### config.mk
export PLATFORM = sky130hd
export DESIGN_NAME = cap_status_reg
export DESIGN_NICKNAME = d
export VERILOG_FILES = /design/src/rtl/cap_status_reg.sv
export SDC_FILE = /design/constraint.sdc
export NUM_CORES = 1
export LEC_CHECK = 0
export CAP_MARGIN = 15
export CORE_AREA = 2 2 47 49
export CTS_BUF_LIST = sky130_fd_sc_hd__clkbuf_16
export CTS_CLUSTER_SIZE = 30
export DETAILED_ROUTE_END_ITERATION = 8
export DIE_AREA = 0 0 49 51
export DONT_BUFFER_PORTS = 1
export HOLD_SLACK_MARGIN = 0.1
export PLACE_DENSITY = 0.77
export RECOVER_POWER = 100
export SLEW_MARGIN = 20
export SYNTH_ARGS = -nofsm -noshare
export SYNTH_HDL_FRONTEND = slang
export SYNTH_SLANG_ARGS = --single-unit
### constraint.sdc
create_clock -name clk -period 0.8 [get_ports clk]
set_input_delay 0.12 -clock clk [delete_from_list [all_inputs] [get_ports clk]]
set_output_delay 0.12 -clock clk [all_outputs]
set_load 0.01 [all_outputs]
### src/rtl/cap_status_reg.sv
module cap_status_reg (
  input  logic        clk,
  input  logic        rst_n,
  input  logic        rd_en,
  output logic [31:0] rd_data,
  input  logic        mod_en,
  input  logic        dis_done_p,
  input  logic        srst_done_p,
  input  logic        codec_pend,
  input  logic        vsync_p,
  input  logic        prev_done_p,
  input  logic        codec_done_p,
  input  logic        sync_busy,
  input  logic        prev_wr_p,
  input  logic        prev_full,
  input  logic        codec_wr_p,
  input  logic        codec_full,
  input  logic        crc_err_p,
  input  logic        crc_fixed,
  input  logic        sync_fix_en,
  input  logic        flush_busy,
  input  logic        chan_req,
  output logic        chan_apply,
  output logic        frame_drop,
  output logic        skip_frame
);
  localparam int B_EN = 0, B_DIS = 1, B_SRST = 2, B_CPND = 8, B_VS = 10;
  localparam int B_PDONE = 16, B_CDONE = 17, B_SYNC = 19;
  localparam int B_POVF = 24, B_COVF = 25, B_CRC = 26, B_FOVR = 27;
  localparam logic [31:0] USED = 32'h0F0B_0507;

  logic [31:0] sticky, ev, lvl, status;

  always_comb begin
    ev          = '0;
    ev[B_DIS]   = dis_done_p;
    ev[B_SRST]  = srst_done_p;
    ev[B_VS]    = vsync_p;
    ev[B_PDONE] = prev_done_p;
    ev[B_CDONE] = codec_done_p;
    ev[B_POVF]  = prev_wr_p & prev_full;
    ev[B_COVF]  = codec_wr_p & codec_full;
    ev[B_CRC]   = crc_err_p & sync_fix_en & ~crc_fixed;
    ev[B_FOVR]  = vsync_p & flush_busy;
  end

  always_comb begin
    lvl         = '0;
    lvl[B_EN]   = mod_en;
    lvl[B_CPND] = codec_pend;
    lvl[B_SYNC] = sync_busy;
  end

  assign status = sticky | lvl;

  always_ff @(posedge clk or negedge rst_n) begin
    if (!rst_n) begin
      sticky     <= '0;
      rd_data    <= '0;
      frame_drop <= 1'b0;
      skip_frame <= 1'b0;
      chan_apply <= 1'b0;
    end else begin
      sticky     <= (rd_en ? '0 : sticky) | ev;
      if (rd_en) rd_data <= status;
      frame_drop <= ev[B_CRC];
      if (vsync_p) skip_frame <= flush_busy;
      chan_apply <= chan_req & ~sync_busy;
    end
  end

  assert_unused_zero_R2: assert property (@(posedge clk) disable iff (!rst_n)
    (rd_data & ~USED) == 32'h0);
  assert_read_clears_R4: assert property (@(posedge clk) disable iff (!rst_n)
    (rd_en && !vsync_p) |=> !sticky[B_VS]);
  assert_event_kept_R5: assert property (@(posedge clk) disable iff (!rst_n)
    (rd_en && vsync_p) |=> (sticky[B_VS] && !rd_data[B_VS]) || $past(sticky[B_VS]));
  assert_ovf_cause_R6: assert property (@(posedge clk) disable iff (!rst_n)
    $rose(sticky[B_POVF]) |-> $past(prev_wr_p && prev_full));
  assert_crc_gate_R7: assert property (@(posedge clk) disable iff (!rst_n)
    frame_drop |-> $past(sync_fix_en && !crc_fixed && crc_err_p));
  assert_skip_cause_R8: assert property (@(posedge clk) disable iff (!rst_n)
    $rose(skip_frame) |-> $past(vsync_p && flush_busy));
  assert_chan_blocked_R9: assert property (@(posedge clk) disable iff (!rst_n)
    chan_apply |-> !$past(sync_busy));
  assert_hold_R10: assert property (@(posedge clk) disable iff (!rst_n)
    !rd_en |=> $stable(rd_data));
endmodule

==> results of run 1 <==
cells in the mapped netlist:
library cell,number
conb_1,1
mux2_2,12
dfrtp_1,24
nor2_1,1
nor2b_1,1
buf_4,20
nand2_1,2
a22o_1,2
buf_6,1
inv_1,3
a21o_1,5
o21ai_0,2
o2bb2ai_1,1
metrics by stage:
stage | setup WS, ns | area [um^2] | hold slack, ns | power (uW)
floorplan | 0.03060 | 1075 | -0.1756 | 1671
global placement | 0.06267 | 1039 | -0.1752 | 1710
detailed placement | 0.02942 | 1039 | -0.1752 | 1726
CTS | -0.1023 | 1340 | -0.4475 | 2926
global route | -0.1150 | 1358 | -0.008043 | 3049
finish | -0.09192 | 1358 | -0.02061 | 2918
what timing repair did:
item / CTS / global route
hold buffers: 17 / 2
endpoints found under the setup margin: 12 / 15
endpoints found under the hold margin: 48 / 37
setup buffers: 1 / 0
resized for setup: 12 / 0
cell families after synthesis:
group                  count (synthesis)  synth area share, %
and+or+nand+nor                        4                1.746
muxes                                 12                13.47
AOI/OAI and AO/OA                     10                7.358
DFF                                   24                59.85
other                                  1               0.3737
buffers and inverters                 24                17.21
flip-flops by register name (all words and copies together), names as in the netlist:
register    cells
sticky          9
skip_frame      1
frame_drop      1
chan_apply      1
rd_data        12
per-layer routing:
metal | up-vias | track usage [%] | wire [um]
li1 | 273 | - | -
met1 | 310 | 16.15 | 682
met2 | 21 | 27.85 | 1081
met3 | 2 | 2.339 | 74
met4 | 0 | 8.571 | 19
met5 | - | 0 | 0
cell type report:
| type | count | area [um^2] | share of cell area (%) |
|---|---|---|---|
| inverter | 3 | 11.26 | 0.8295 |
| multi-input combinational | 46 | 301.5 | 22.21 |
| timing repair buffer | 32 | 330.3 | 24.33 |
| sequential | 24 | 600.6 | 44.24 |
| tap | 28 | 35.03 | 2.581 |
| clock inverter | 1 | 3.754 | 0.2765 |
| clock buffer | 3 | 75.07 | 5.530 |
power groups by stage:
stage               combinational [uW]  sequential [uW]  clock, uW
floorplan                          234             1440          0
global placement                   306             1400          0
detailed placement                 313             1410          0
CTS                                433             1400       1090
global route                       500             1420       1130
finish                             464             1400       1050
worst reg2reg max path: cells and delay by family (launching register included):
family / cells / cell delay, ns
flip-flops: 1 / 0.38
multiplexers: 1 / 0.24
buffers and inverters: 1 / 0.13
how the worst max path moves through the flow:
stage / to / slack, ns / depth (start not counted)
after floorplan: rd_data[0] / 0.03 / 1
after global placement: rd_data[27] / 0.06 / 1
after detailed placement: rd_data[1] / 0.03 / 1
after CTS: rd_data[1] / -0.10 / 1
after global routing: rd_data[1] / -0.12 / 1
final: rd_data[17] / -0.09 / 1
==> metrics.cfg, run 1 <==
[power]
seqPwrFrac_pct=48.1
leakagePower_uw=0.0006499
swShare_pct=22.06
p_sw_uw=643.7
clockPowerShare_pct=36.0
power.internal_uw=2275
power_density_mw_per_mm2=2150
ir_drop_uv=1418
power_frac_comb_pct=15.9

[hold_path]
hold_class=input pin to register
min_from=rd_en
hold_depth=1
hold_end=sticky[27]

[finish]
layout_common_cells=dfrtp_1, conb_1, dlygate4sd3_1
diodes=0
nFillCells=159
final_util_pct=65.80
final_common_cell=dfrtp_1
nNetsFinal=130
stdcell_count=137
final_layout_size_suffix_gt1_share_pct=26.61
area_growth_pct=35.29

[timing]
fin_tns_setup_ns=-1.075
setup_ws_ns=-0.09192
slew_viol_final=0
finalHoldViolCount=1
rsz0062_at_grt=yes
hold_slack_ns=-0.02061
finClkSkew_ns=0.003216
setup_viol_count_final=14
fmax_ghz=1.121
fin_crit_sh_pct=111.5
min_period_ns=0.8919

[synth]
yosysUniqueCellTypes=13
postSynthCellCount=75
netlist_area_mm2=0.001003
ys_top_cells_by_area=dfrtp_1, buf_4, mux2_2, a21o_1, a22o_1
ys_warn_count=0
synth.largest_area_cell=dfrtp_1
synth_top_area_share_pct=59.85
postSynthAreaPerCell_um2=13.38
ys_ff_latch=24
ys_seq_area_share_pct=59.85

[die]
die_w_um=49
io_pins=55
fp.dieH_um=51
start_util_pct=48.64
core_area_mm2=0.002063
rows=17
die_area_mm2=0.002499

[cts]
cts-root-buf=clkbuf_16
numCtsBuffers=3
cts_max_path_buffers=2
clk_latency_ns=0.25
path_clk_slew_ns=0.06
tritoncts=built
htreeDepth=1
clock-sinks=24

[placed_design]
gp_congestion=0.6263
io_buffers=0
place_hpwl_mm=1.135
place_inst=113

[outcome]
outcome=finished with violations
violations=negative hold slack, negative setup slack

[grt]
antenna_found_initial=0
grt_usage_pct=14.94
grt.overflow.total=0
grt_pass1_wl_mm=2.718
grt_max_degree=25
grt_pass1_vias=590

[routing]
viasPerCell=4.423
ant_nets=0
drc=0
route.vias.total=606
routedWlPerCell_um=13.55
dr.pass1.iters=2
drtIter0Drc=2
wl_mm=1.857

[critical_path]
critPathLaunch=rd_data[17]
slowest_stage=dfrtp_1
crit_type=register to output port
worst-path-buf-inv=1
path_cells=buf_6
reg2regPathDepth=2
worstSetupStartpointType=register
path_delay_family=flip-flops
path_max_fanout=2
timing.rr.end=rd_data[24]
cp.arrival_ns=0.77
required_ns=0.68
cp-end-kind=output port
rrSetupSlack_ns=-0.07
rr_startpoint=rd_data[24]
critPathMaxStageDelay_ns=0.39

[run]
max_cap_viol_count=0

Note: power is estimated with default switching activity, not from simulation.
==> run 2: changes to the inputs <==
CORE_AREA = 2 2 77 42   (was 2 2 47 49)
DIE_AREA = 0 0 79 44   (was 0 0 49 51)
PLACE_DENSITY = 0.61   (was 0.77)
==> run 2 against run 1 <==
Effect of this change: the run still ends with negative hold slack, negative setup slack left; non-clock buffer count is 1 higher; sequential power hardly changed; cell count is 9.5% higher; design area is 2.7% higher; global-route usage is 3.5 points lower; hold slack better by 0.0048 ns; fmax is 1.4% lower; sequential cell count stayed put; combinational power is 4% higher; utilization is 17 points lower; critical path depth stayed put; clock power hardly changed; critical endpoint is now rd_data[19]; highest routed layer is now met3.
==> metrics.cfg, run 2 (synthesis results as in run 1) <==
[placed_design]
gp_congestion=0.5876  ; -6.2%
io_buffers=0  ; unchanged
place_hpwl_mm=1.261  ; +11%

[routing]
ant_nets=0  ; unchanged
route.vias.total=611  ; +0.83%
drc=0  ; unchanged
routedWlPerCell_um=12.67  ; -6.5%
wl_mm=1.901  ; +2.4%
drtIter0Drc=15  ; +13
dr.pass1.iters=2  ; unchanged
viasPerCell=4.073  ; -7.9%

[timing]
fin_crit_sh_pct=113.1  ; +1.6 points
fin_tns_setup_ns=-1.240  ; -0.1646 ns
setup_viol_count_final=14  ; unchanged
slew_viol_final=0  ; unchanged
finalHoldViolCount=1  ; unchanged
rsz0062_at_grt=yes
setup_ws_ns=-0.1046  ; -0.01270 ns
fmax_ghz=1.105  ; -1.4%
finClkSkew_ns=0.004098  ; +0.0008819 ns
min_period_ns=0.9046  ; +0.01270 ns
hold_slack_ns=-0.01585  ; +0.004757 ns

[grt]
grt_max_degree=25  ; unchanged
met2_usage_pct=20.00  ; -7.9 points
grt.overflow.total=0  ; unchanged
grt_usage_pct=11.41  ; -3.5 points
grt_pass1_wl_mm=2.925  ; +7.6%
grt_util_met1_pct=13.65  ; -2.5 points
antenna_found_initial=0  ; unchanged
met3_usage_pct=5.833  ; +3.5 points
grt_pass1_vias=615  ; +4.2%
top_usage_layer=met2

[finish]
reg_top3=rd_data x12, sticky x9
nNetsFinal=131  ; +0.77%
final_layout_size_suffix_gt1_share_pct=27.27  ; +0.67 points
diodes=0  ; unchanged
final_common_cell=dfrtp_1
largest_reg_flops=12  ; unchanged
layout_common_cells=dfrtp_1, conb_1, dlygate4sd3_1
top_register=rd_data
area_growth_pct=38.90

[critical_path]
rr_startpoint=rd_data[2]
required_ns=0.68  ; about the same
worst-path-buf-inv=1  ; unchanged
cp-end-kind=output port
path_max_fanout=2  ; unchanged
cp.arrival_ns=0.78  ; about the same
critPathLaunch=rd_data[19]
path_cells=buf_6
crit_type=register to output port
slowest_stage=dfrtp_1
path_delay_family=flip-flops
critPathMaxStageDelay_ns=0.41  ; +0.02 ns
worstSetupStartpointType=register

[cts]
clock-sinks=24  ; unchanged
cts_max_path_buffers=2  ; unchanged
cts_hold_buf=19  ; +2
tritoncts=built
htreeDepth=1  ; unchanged
clk_latency_ns=0.25  ; about the same
cts-root-buf=clkbuf_16
path_clk_slew_ns=0.06  ; about the same
numCtsBuffers=3  ; unchanged

[power]
ir_drop_uv=997.7  ; -30%
power_density_mw_per_mm2=2110  ; -1.8%
leakagePower_uw=0.0006731  ; +3.6%

[outcome]
outcome=finished with violations
violations=negative hold slack, negative setup slack

[hold_path]
hold_class=input pin to register
min_from=rd_en

[die]
die_area_mm2=0.003476  ; +39%
rows=14  ; -3
die_w_um=79  ; +61%
io_pins=55  ; unchanged
start_util_pct=35.36  ; -13 points
core_area_mm2=0.002838  ; +38%
fp.dieH_um=44  ; -14%

[run]
max_cap_viol_count=0  ; unchanged

[run 2: worst paths after layout]
path | endpoint | slack, ns | cells past startpoint
max | rd_data[19] | -0.10 | 1
min | sticky[27] | -0.02 | 1
max reg2reg | rd_data[2] | -0.10 | 2
min reg2reg | sticky[17] | 0.48 | 1
max in group asynchronous | sticky[26] | 0.22 | 2
min in group asynchronous | sticky[1] | 0.32 | 2
[run 2: final cells by class]
cell class | instances | area [um^2]
sequential | 24 | 600.6
multi-input combinational | 46 | 309.0
clock inverter | 1 | 3.754
fill | 250 | 1444
clock buffer | 3 | 75.07
tap | 40 | 50.05
timing repair buffer | 33 | 344.1
inverter | 3 | 11.26
[run 2: stage by stage]
step           power, uW  instance area (um^2)  setup WS [ns]  instances  util (%)
5_1_grt             3096                  1394        -0.1274        150     49.12
6_report            2941                  1394        -0.1046        150     49.12
3_3_place_gp        1714                  1054        0.06060        125     37.13
4_1_cts             2984                  1393        -0.1040        150     49.07
2_1_floorplan       1671                  1075        0.03060         94         -
3_5_place_dp        1730                  1054        0.04760        125     37.13
[run 2: report_power, final]
| group | total, uW | switching (uW) | internal, uW | leakage [uW] |
|---|---|---|---|---|
| Sequential | 1410 | 80.3 | 1330 | 0.000280 |
| Combinational | 481 | 186 | 294 | 0.000354 |
| Clock | 1050 | 386 | 666 | 0.0000385 |
[run 2: routing by layer]
| layer | vias up | share of wire (%) |
|---|---|---|
| met5 | - | 0 |
| met4 | 0 | 0 |
| met1 | 300 | 43 |
| met3 | 0 | 9.3 |
| met2 | 33 | 47 |
| li1 | 278 | - |
[run 2: repair_timing]
action | 4_1_cts | 5_1_grt
buffers inserted | 2 | 0
gates resized for setup | 12 | 4
endpoints found under the setup margin | 12 | 18
hold endpoints to repair | 48 | 13
gates cloned | 0 | 0
==> run 3: changes to the inputs <==
PLACE_DENSITY = 0.63   (was 0.61)
SLEW_MARGIN = 15   (was 20)
==> run 3 against run 2 <==
Effect of this change: the flow still finishes with violations (negative hold slack, negative setup slack); global-route usage shrank 0.076 points; routed wire length down 8.2%; fmax is 0.63% higher; via count down 1.6%; clock power grew 32%; setup slack gained 0.0056 ns; clock-buffer cell count is the same; first-iteration DRC count fell by 67%; register-to-register slack better by 0.02 ns; combinational power shrank 2%; largest power group unchanged.
==> metrics.cfg, run 3 (synthesis results as in run 1) <==
[die]
io_pins=55  ; unchanged
start_util_pct=35.36  ; unchanged
rows=14  ; unchanged
die_w_um=79  ; unchanged
die_area_mm2=0.003476  ; unchanged
fp.dieH_um=44  ; unchanged
core_area_mm2=0.002838  ; unchanged

[cts]
path_clk_slew_ns=0.06  ; about the same
htreeDepth=1  ; unchanged
clock-sinks=24  ; unchanged
tritoncts=built
cts-root-buf=clkbuf_16
numCtsBuffers=3  ; unchanged
cts_hold_buf=19  ; unchanged
clk_latency_ns=0.25  ; about the same
cts_max_path_buffers=2  ; unchanged

[finish]
layout_common_cells=dfrtp_1, conb_1, dlygate4sd3_1
final_layout_size_suffix_gt1_share_pct=28.18  ; +0.91 points
diodes=0  ; unchanged
area_growth_pct=40.77
largest_reg_flops=12  ; unchanged
top_register=rd_data
final_common_cell=dfrtp_1
nNetsFinal=131  ; unchanged
reg_top3=rd_data x12, sticky x9

[timing]
slew_viol_final=0  ; unchanged
setup_ws_ns=-0.09898  ; +0.005647 ns
finalHoldViolCount=1  ; unchanged
hold_slack_ns=-0.01837  ; -0.002513 ns
finClkSkew_ns=0.0007210  ; -0.003377 ns
min_period_ns=0.8990  ; -0.005647 ns
rsz0062_at_grt=yes
fmax_ghz=1.112  ; +0.63%
setup_viol_count_final=14  ; unchanged
fin_crit_sh_pct=112.4  ; -0.71 points

[critical_path]
critical_path_depth=1  ; unchanged
cp.arrival_ns=0.78  ; about the same
cp-end-kind=output port
required_ns=0.68  ; about the same
crit_type=register to output port
path_max_fanout=2  ; unchanged
reg2regPathDepth=2  ; unchanged
path_cells=buf_6
timing.rr.end=rd_data[10]
slowest_stage=dfrtp_1
worstSetupStartpointType=register
worst-path-buf-inv=1  ; unchanged
path_delay_family=flip-flops
crit_path_end=rd_data[10]
critPathLaunch=rd_data[10]
rrSetupSlack_ns=-0.08  ; +0.02 ns
critPathMaxStageDelay_ns=0.40  ; about the same
rr_startpoint=rd_data[10]

[routing]
viasPerCell=4.007  ; -1.6%
routedWlPerCell_um=11.63  ; -8.2%
wl_mm=1.745  ; -8.2%
dr.pass1.iters=3  ; +1
drtIter0Drc=5  ; -10
ant_nets=0  ; unchanged
route.vias.total=601  ; -1.6%
drc=0  ; unchanged

[outcome]
outcome=finished with violations
violations=negative hold slack, negative setup slack

[placed_design]
place_hpwl_mm=1.180  ; -6.4%
gp_congestion=0.5772  ; -1.8%
io_buffers=0  ; unchanged
pre_cts_ws_ns=0.04519  ; -0.002413 ns

[power]
power_density_mw_per_mm2=2308  ; +9.4%
leakagePower_uw=0.0006776  ; +0.67%
totalPowerFinal_uw=3260  ; +11%
ir_drop_uv=1423  ; +43%

[grt]
antenna_found_initial=0  ; unchanged
grt_pass1_vias=628  ; +2.1%
grt_pass1_wl_mm=2.891  ; -1.2%
grt.overflow.total=0  ; unchanged
grt_usage_pct=11.33  ; -0.076 points
grt_max_degree=25  ; unchanged

[hold_path]
hold_depth=1  ; unchanged
hold_class=input pin to register

[run]
max_cap_viol_count=0  ; unchanged

-- run 3: cell types whose count changed in the layout (fill, tap and decap cells not counted), sizes merged --
cell	previous run	this run
clkinv	1	0
bufinv	0	1
-- run 3: power by group --
| group | internal, uW | switching (uW) | leakage (uW) |
|---|---|---|---|
| combinational | 289 | 182 | 0.000346 |
| clock | 993 | 395 | 0.0000511 |
| sequential | 1330 | 73.8 | 0.000280 |
-- run 3: area by class of cell --
cell class / instances / area (um^2)
fillers: 249 / 1425
flip-flops and latches: 24 / 600.6
repair buffers: 33 / 344.1
multi-input cells: 46 / 301.5
clock buffers: 3 / 75.07
well taps: 40 / 50.05
clock inverters: 1 / 30.03
inverters: 3 / 11.26
-- run 3: worst reg2reg max path: cells and delay by family (launching register included) --
| family | cells | cell delay [ns] |
|---|---|---|
| flip-flops | 1 | 0.40 |
| multiplexers | 1 | 0.25 |
| buffers and inverters | 1 | 0.12 |
-- run 3: what timing repair did --
action                                 in CTS  in global routing
buffers inserted                            2                  0
cloned                                      0                  0
setup endpoints to repair                  12                 17
resized for setup                          12                  2
endpoints found under the hold margin      48                 13
-- run 3: worst min path at each step --
stage                  endpoint   from  slack, ns
floorplan            chan_apply  rst_n      -0.18
global placement     rd_data[2]  rst_n      -0.17
detailed placement  rd_data[16]  rst_n      -0.17
CTS                  sticky[27]  rd_en      -0.02
global route         sticky[27]  rd_en     0.0006
finish               sticky[27]  rd_en      -0.02
-- run 3: per-layer routing --
metal  routed length (um)  GRT usage [%]
met1                  698          12.52
met2                  913          20.68
met3                  132          4.583
met4                    0          3.103
met5                    0              0
-- run 3: through the flow --
stage	instance area [um^2]	TNS (ns)	std cells	utilization (%)
6_report	1413	-1.136	150	49.78
5_1_grt	1413	-1.592	150	49.78
4_1_cts	1419	-1.253	150	50.00
3_5_place_dp	1054	0	125	37.13
3_3_place_gp	1054	0	125	37.13
2_1_floorplan	1075	0	94	-
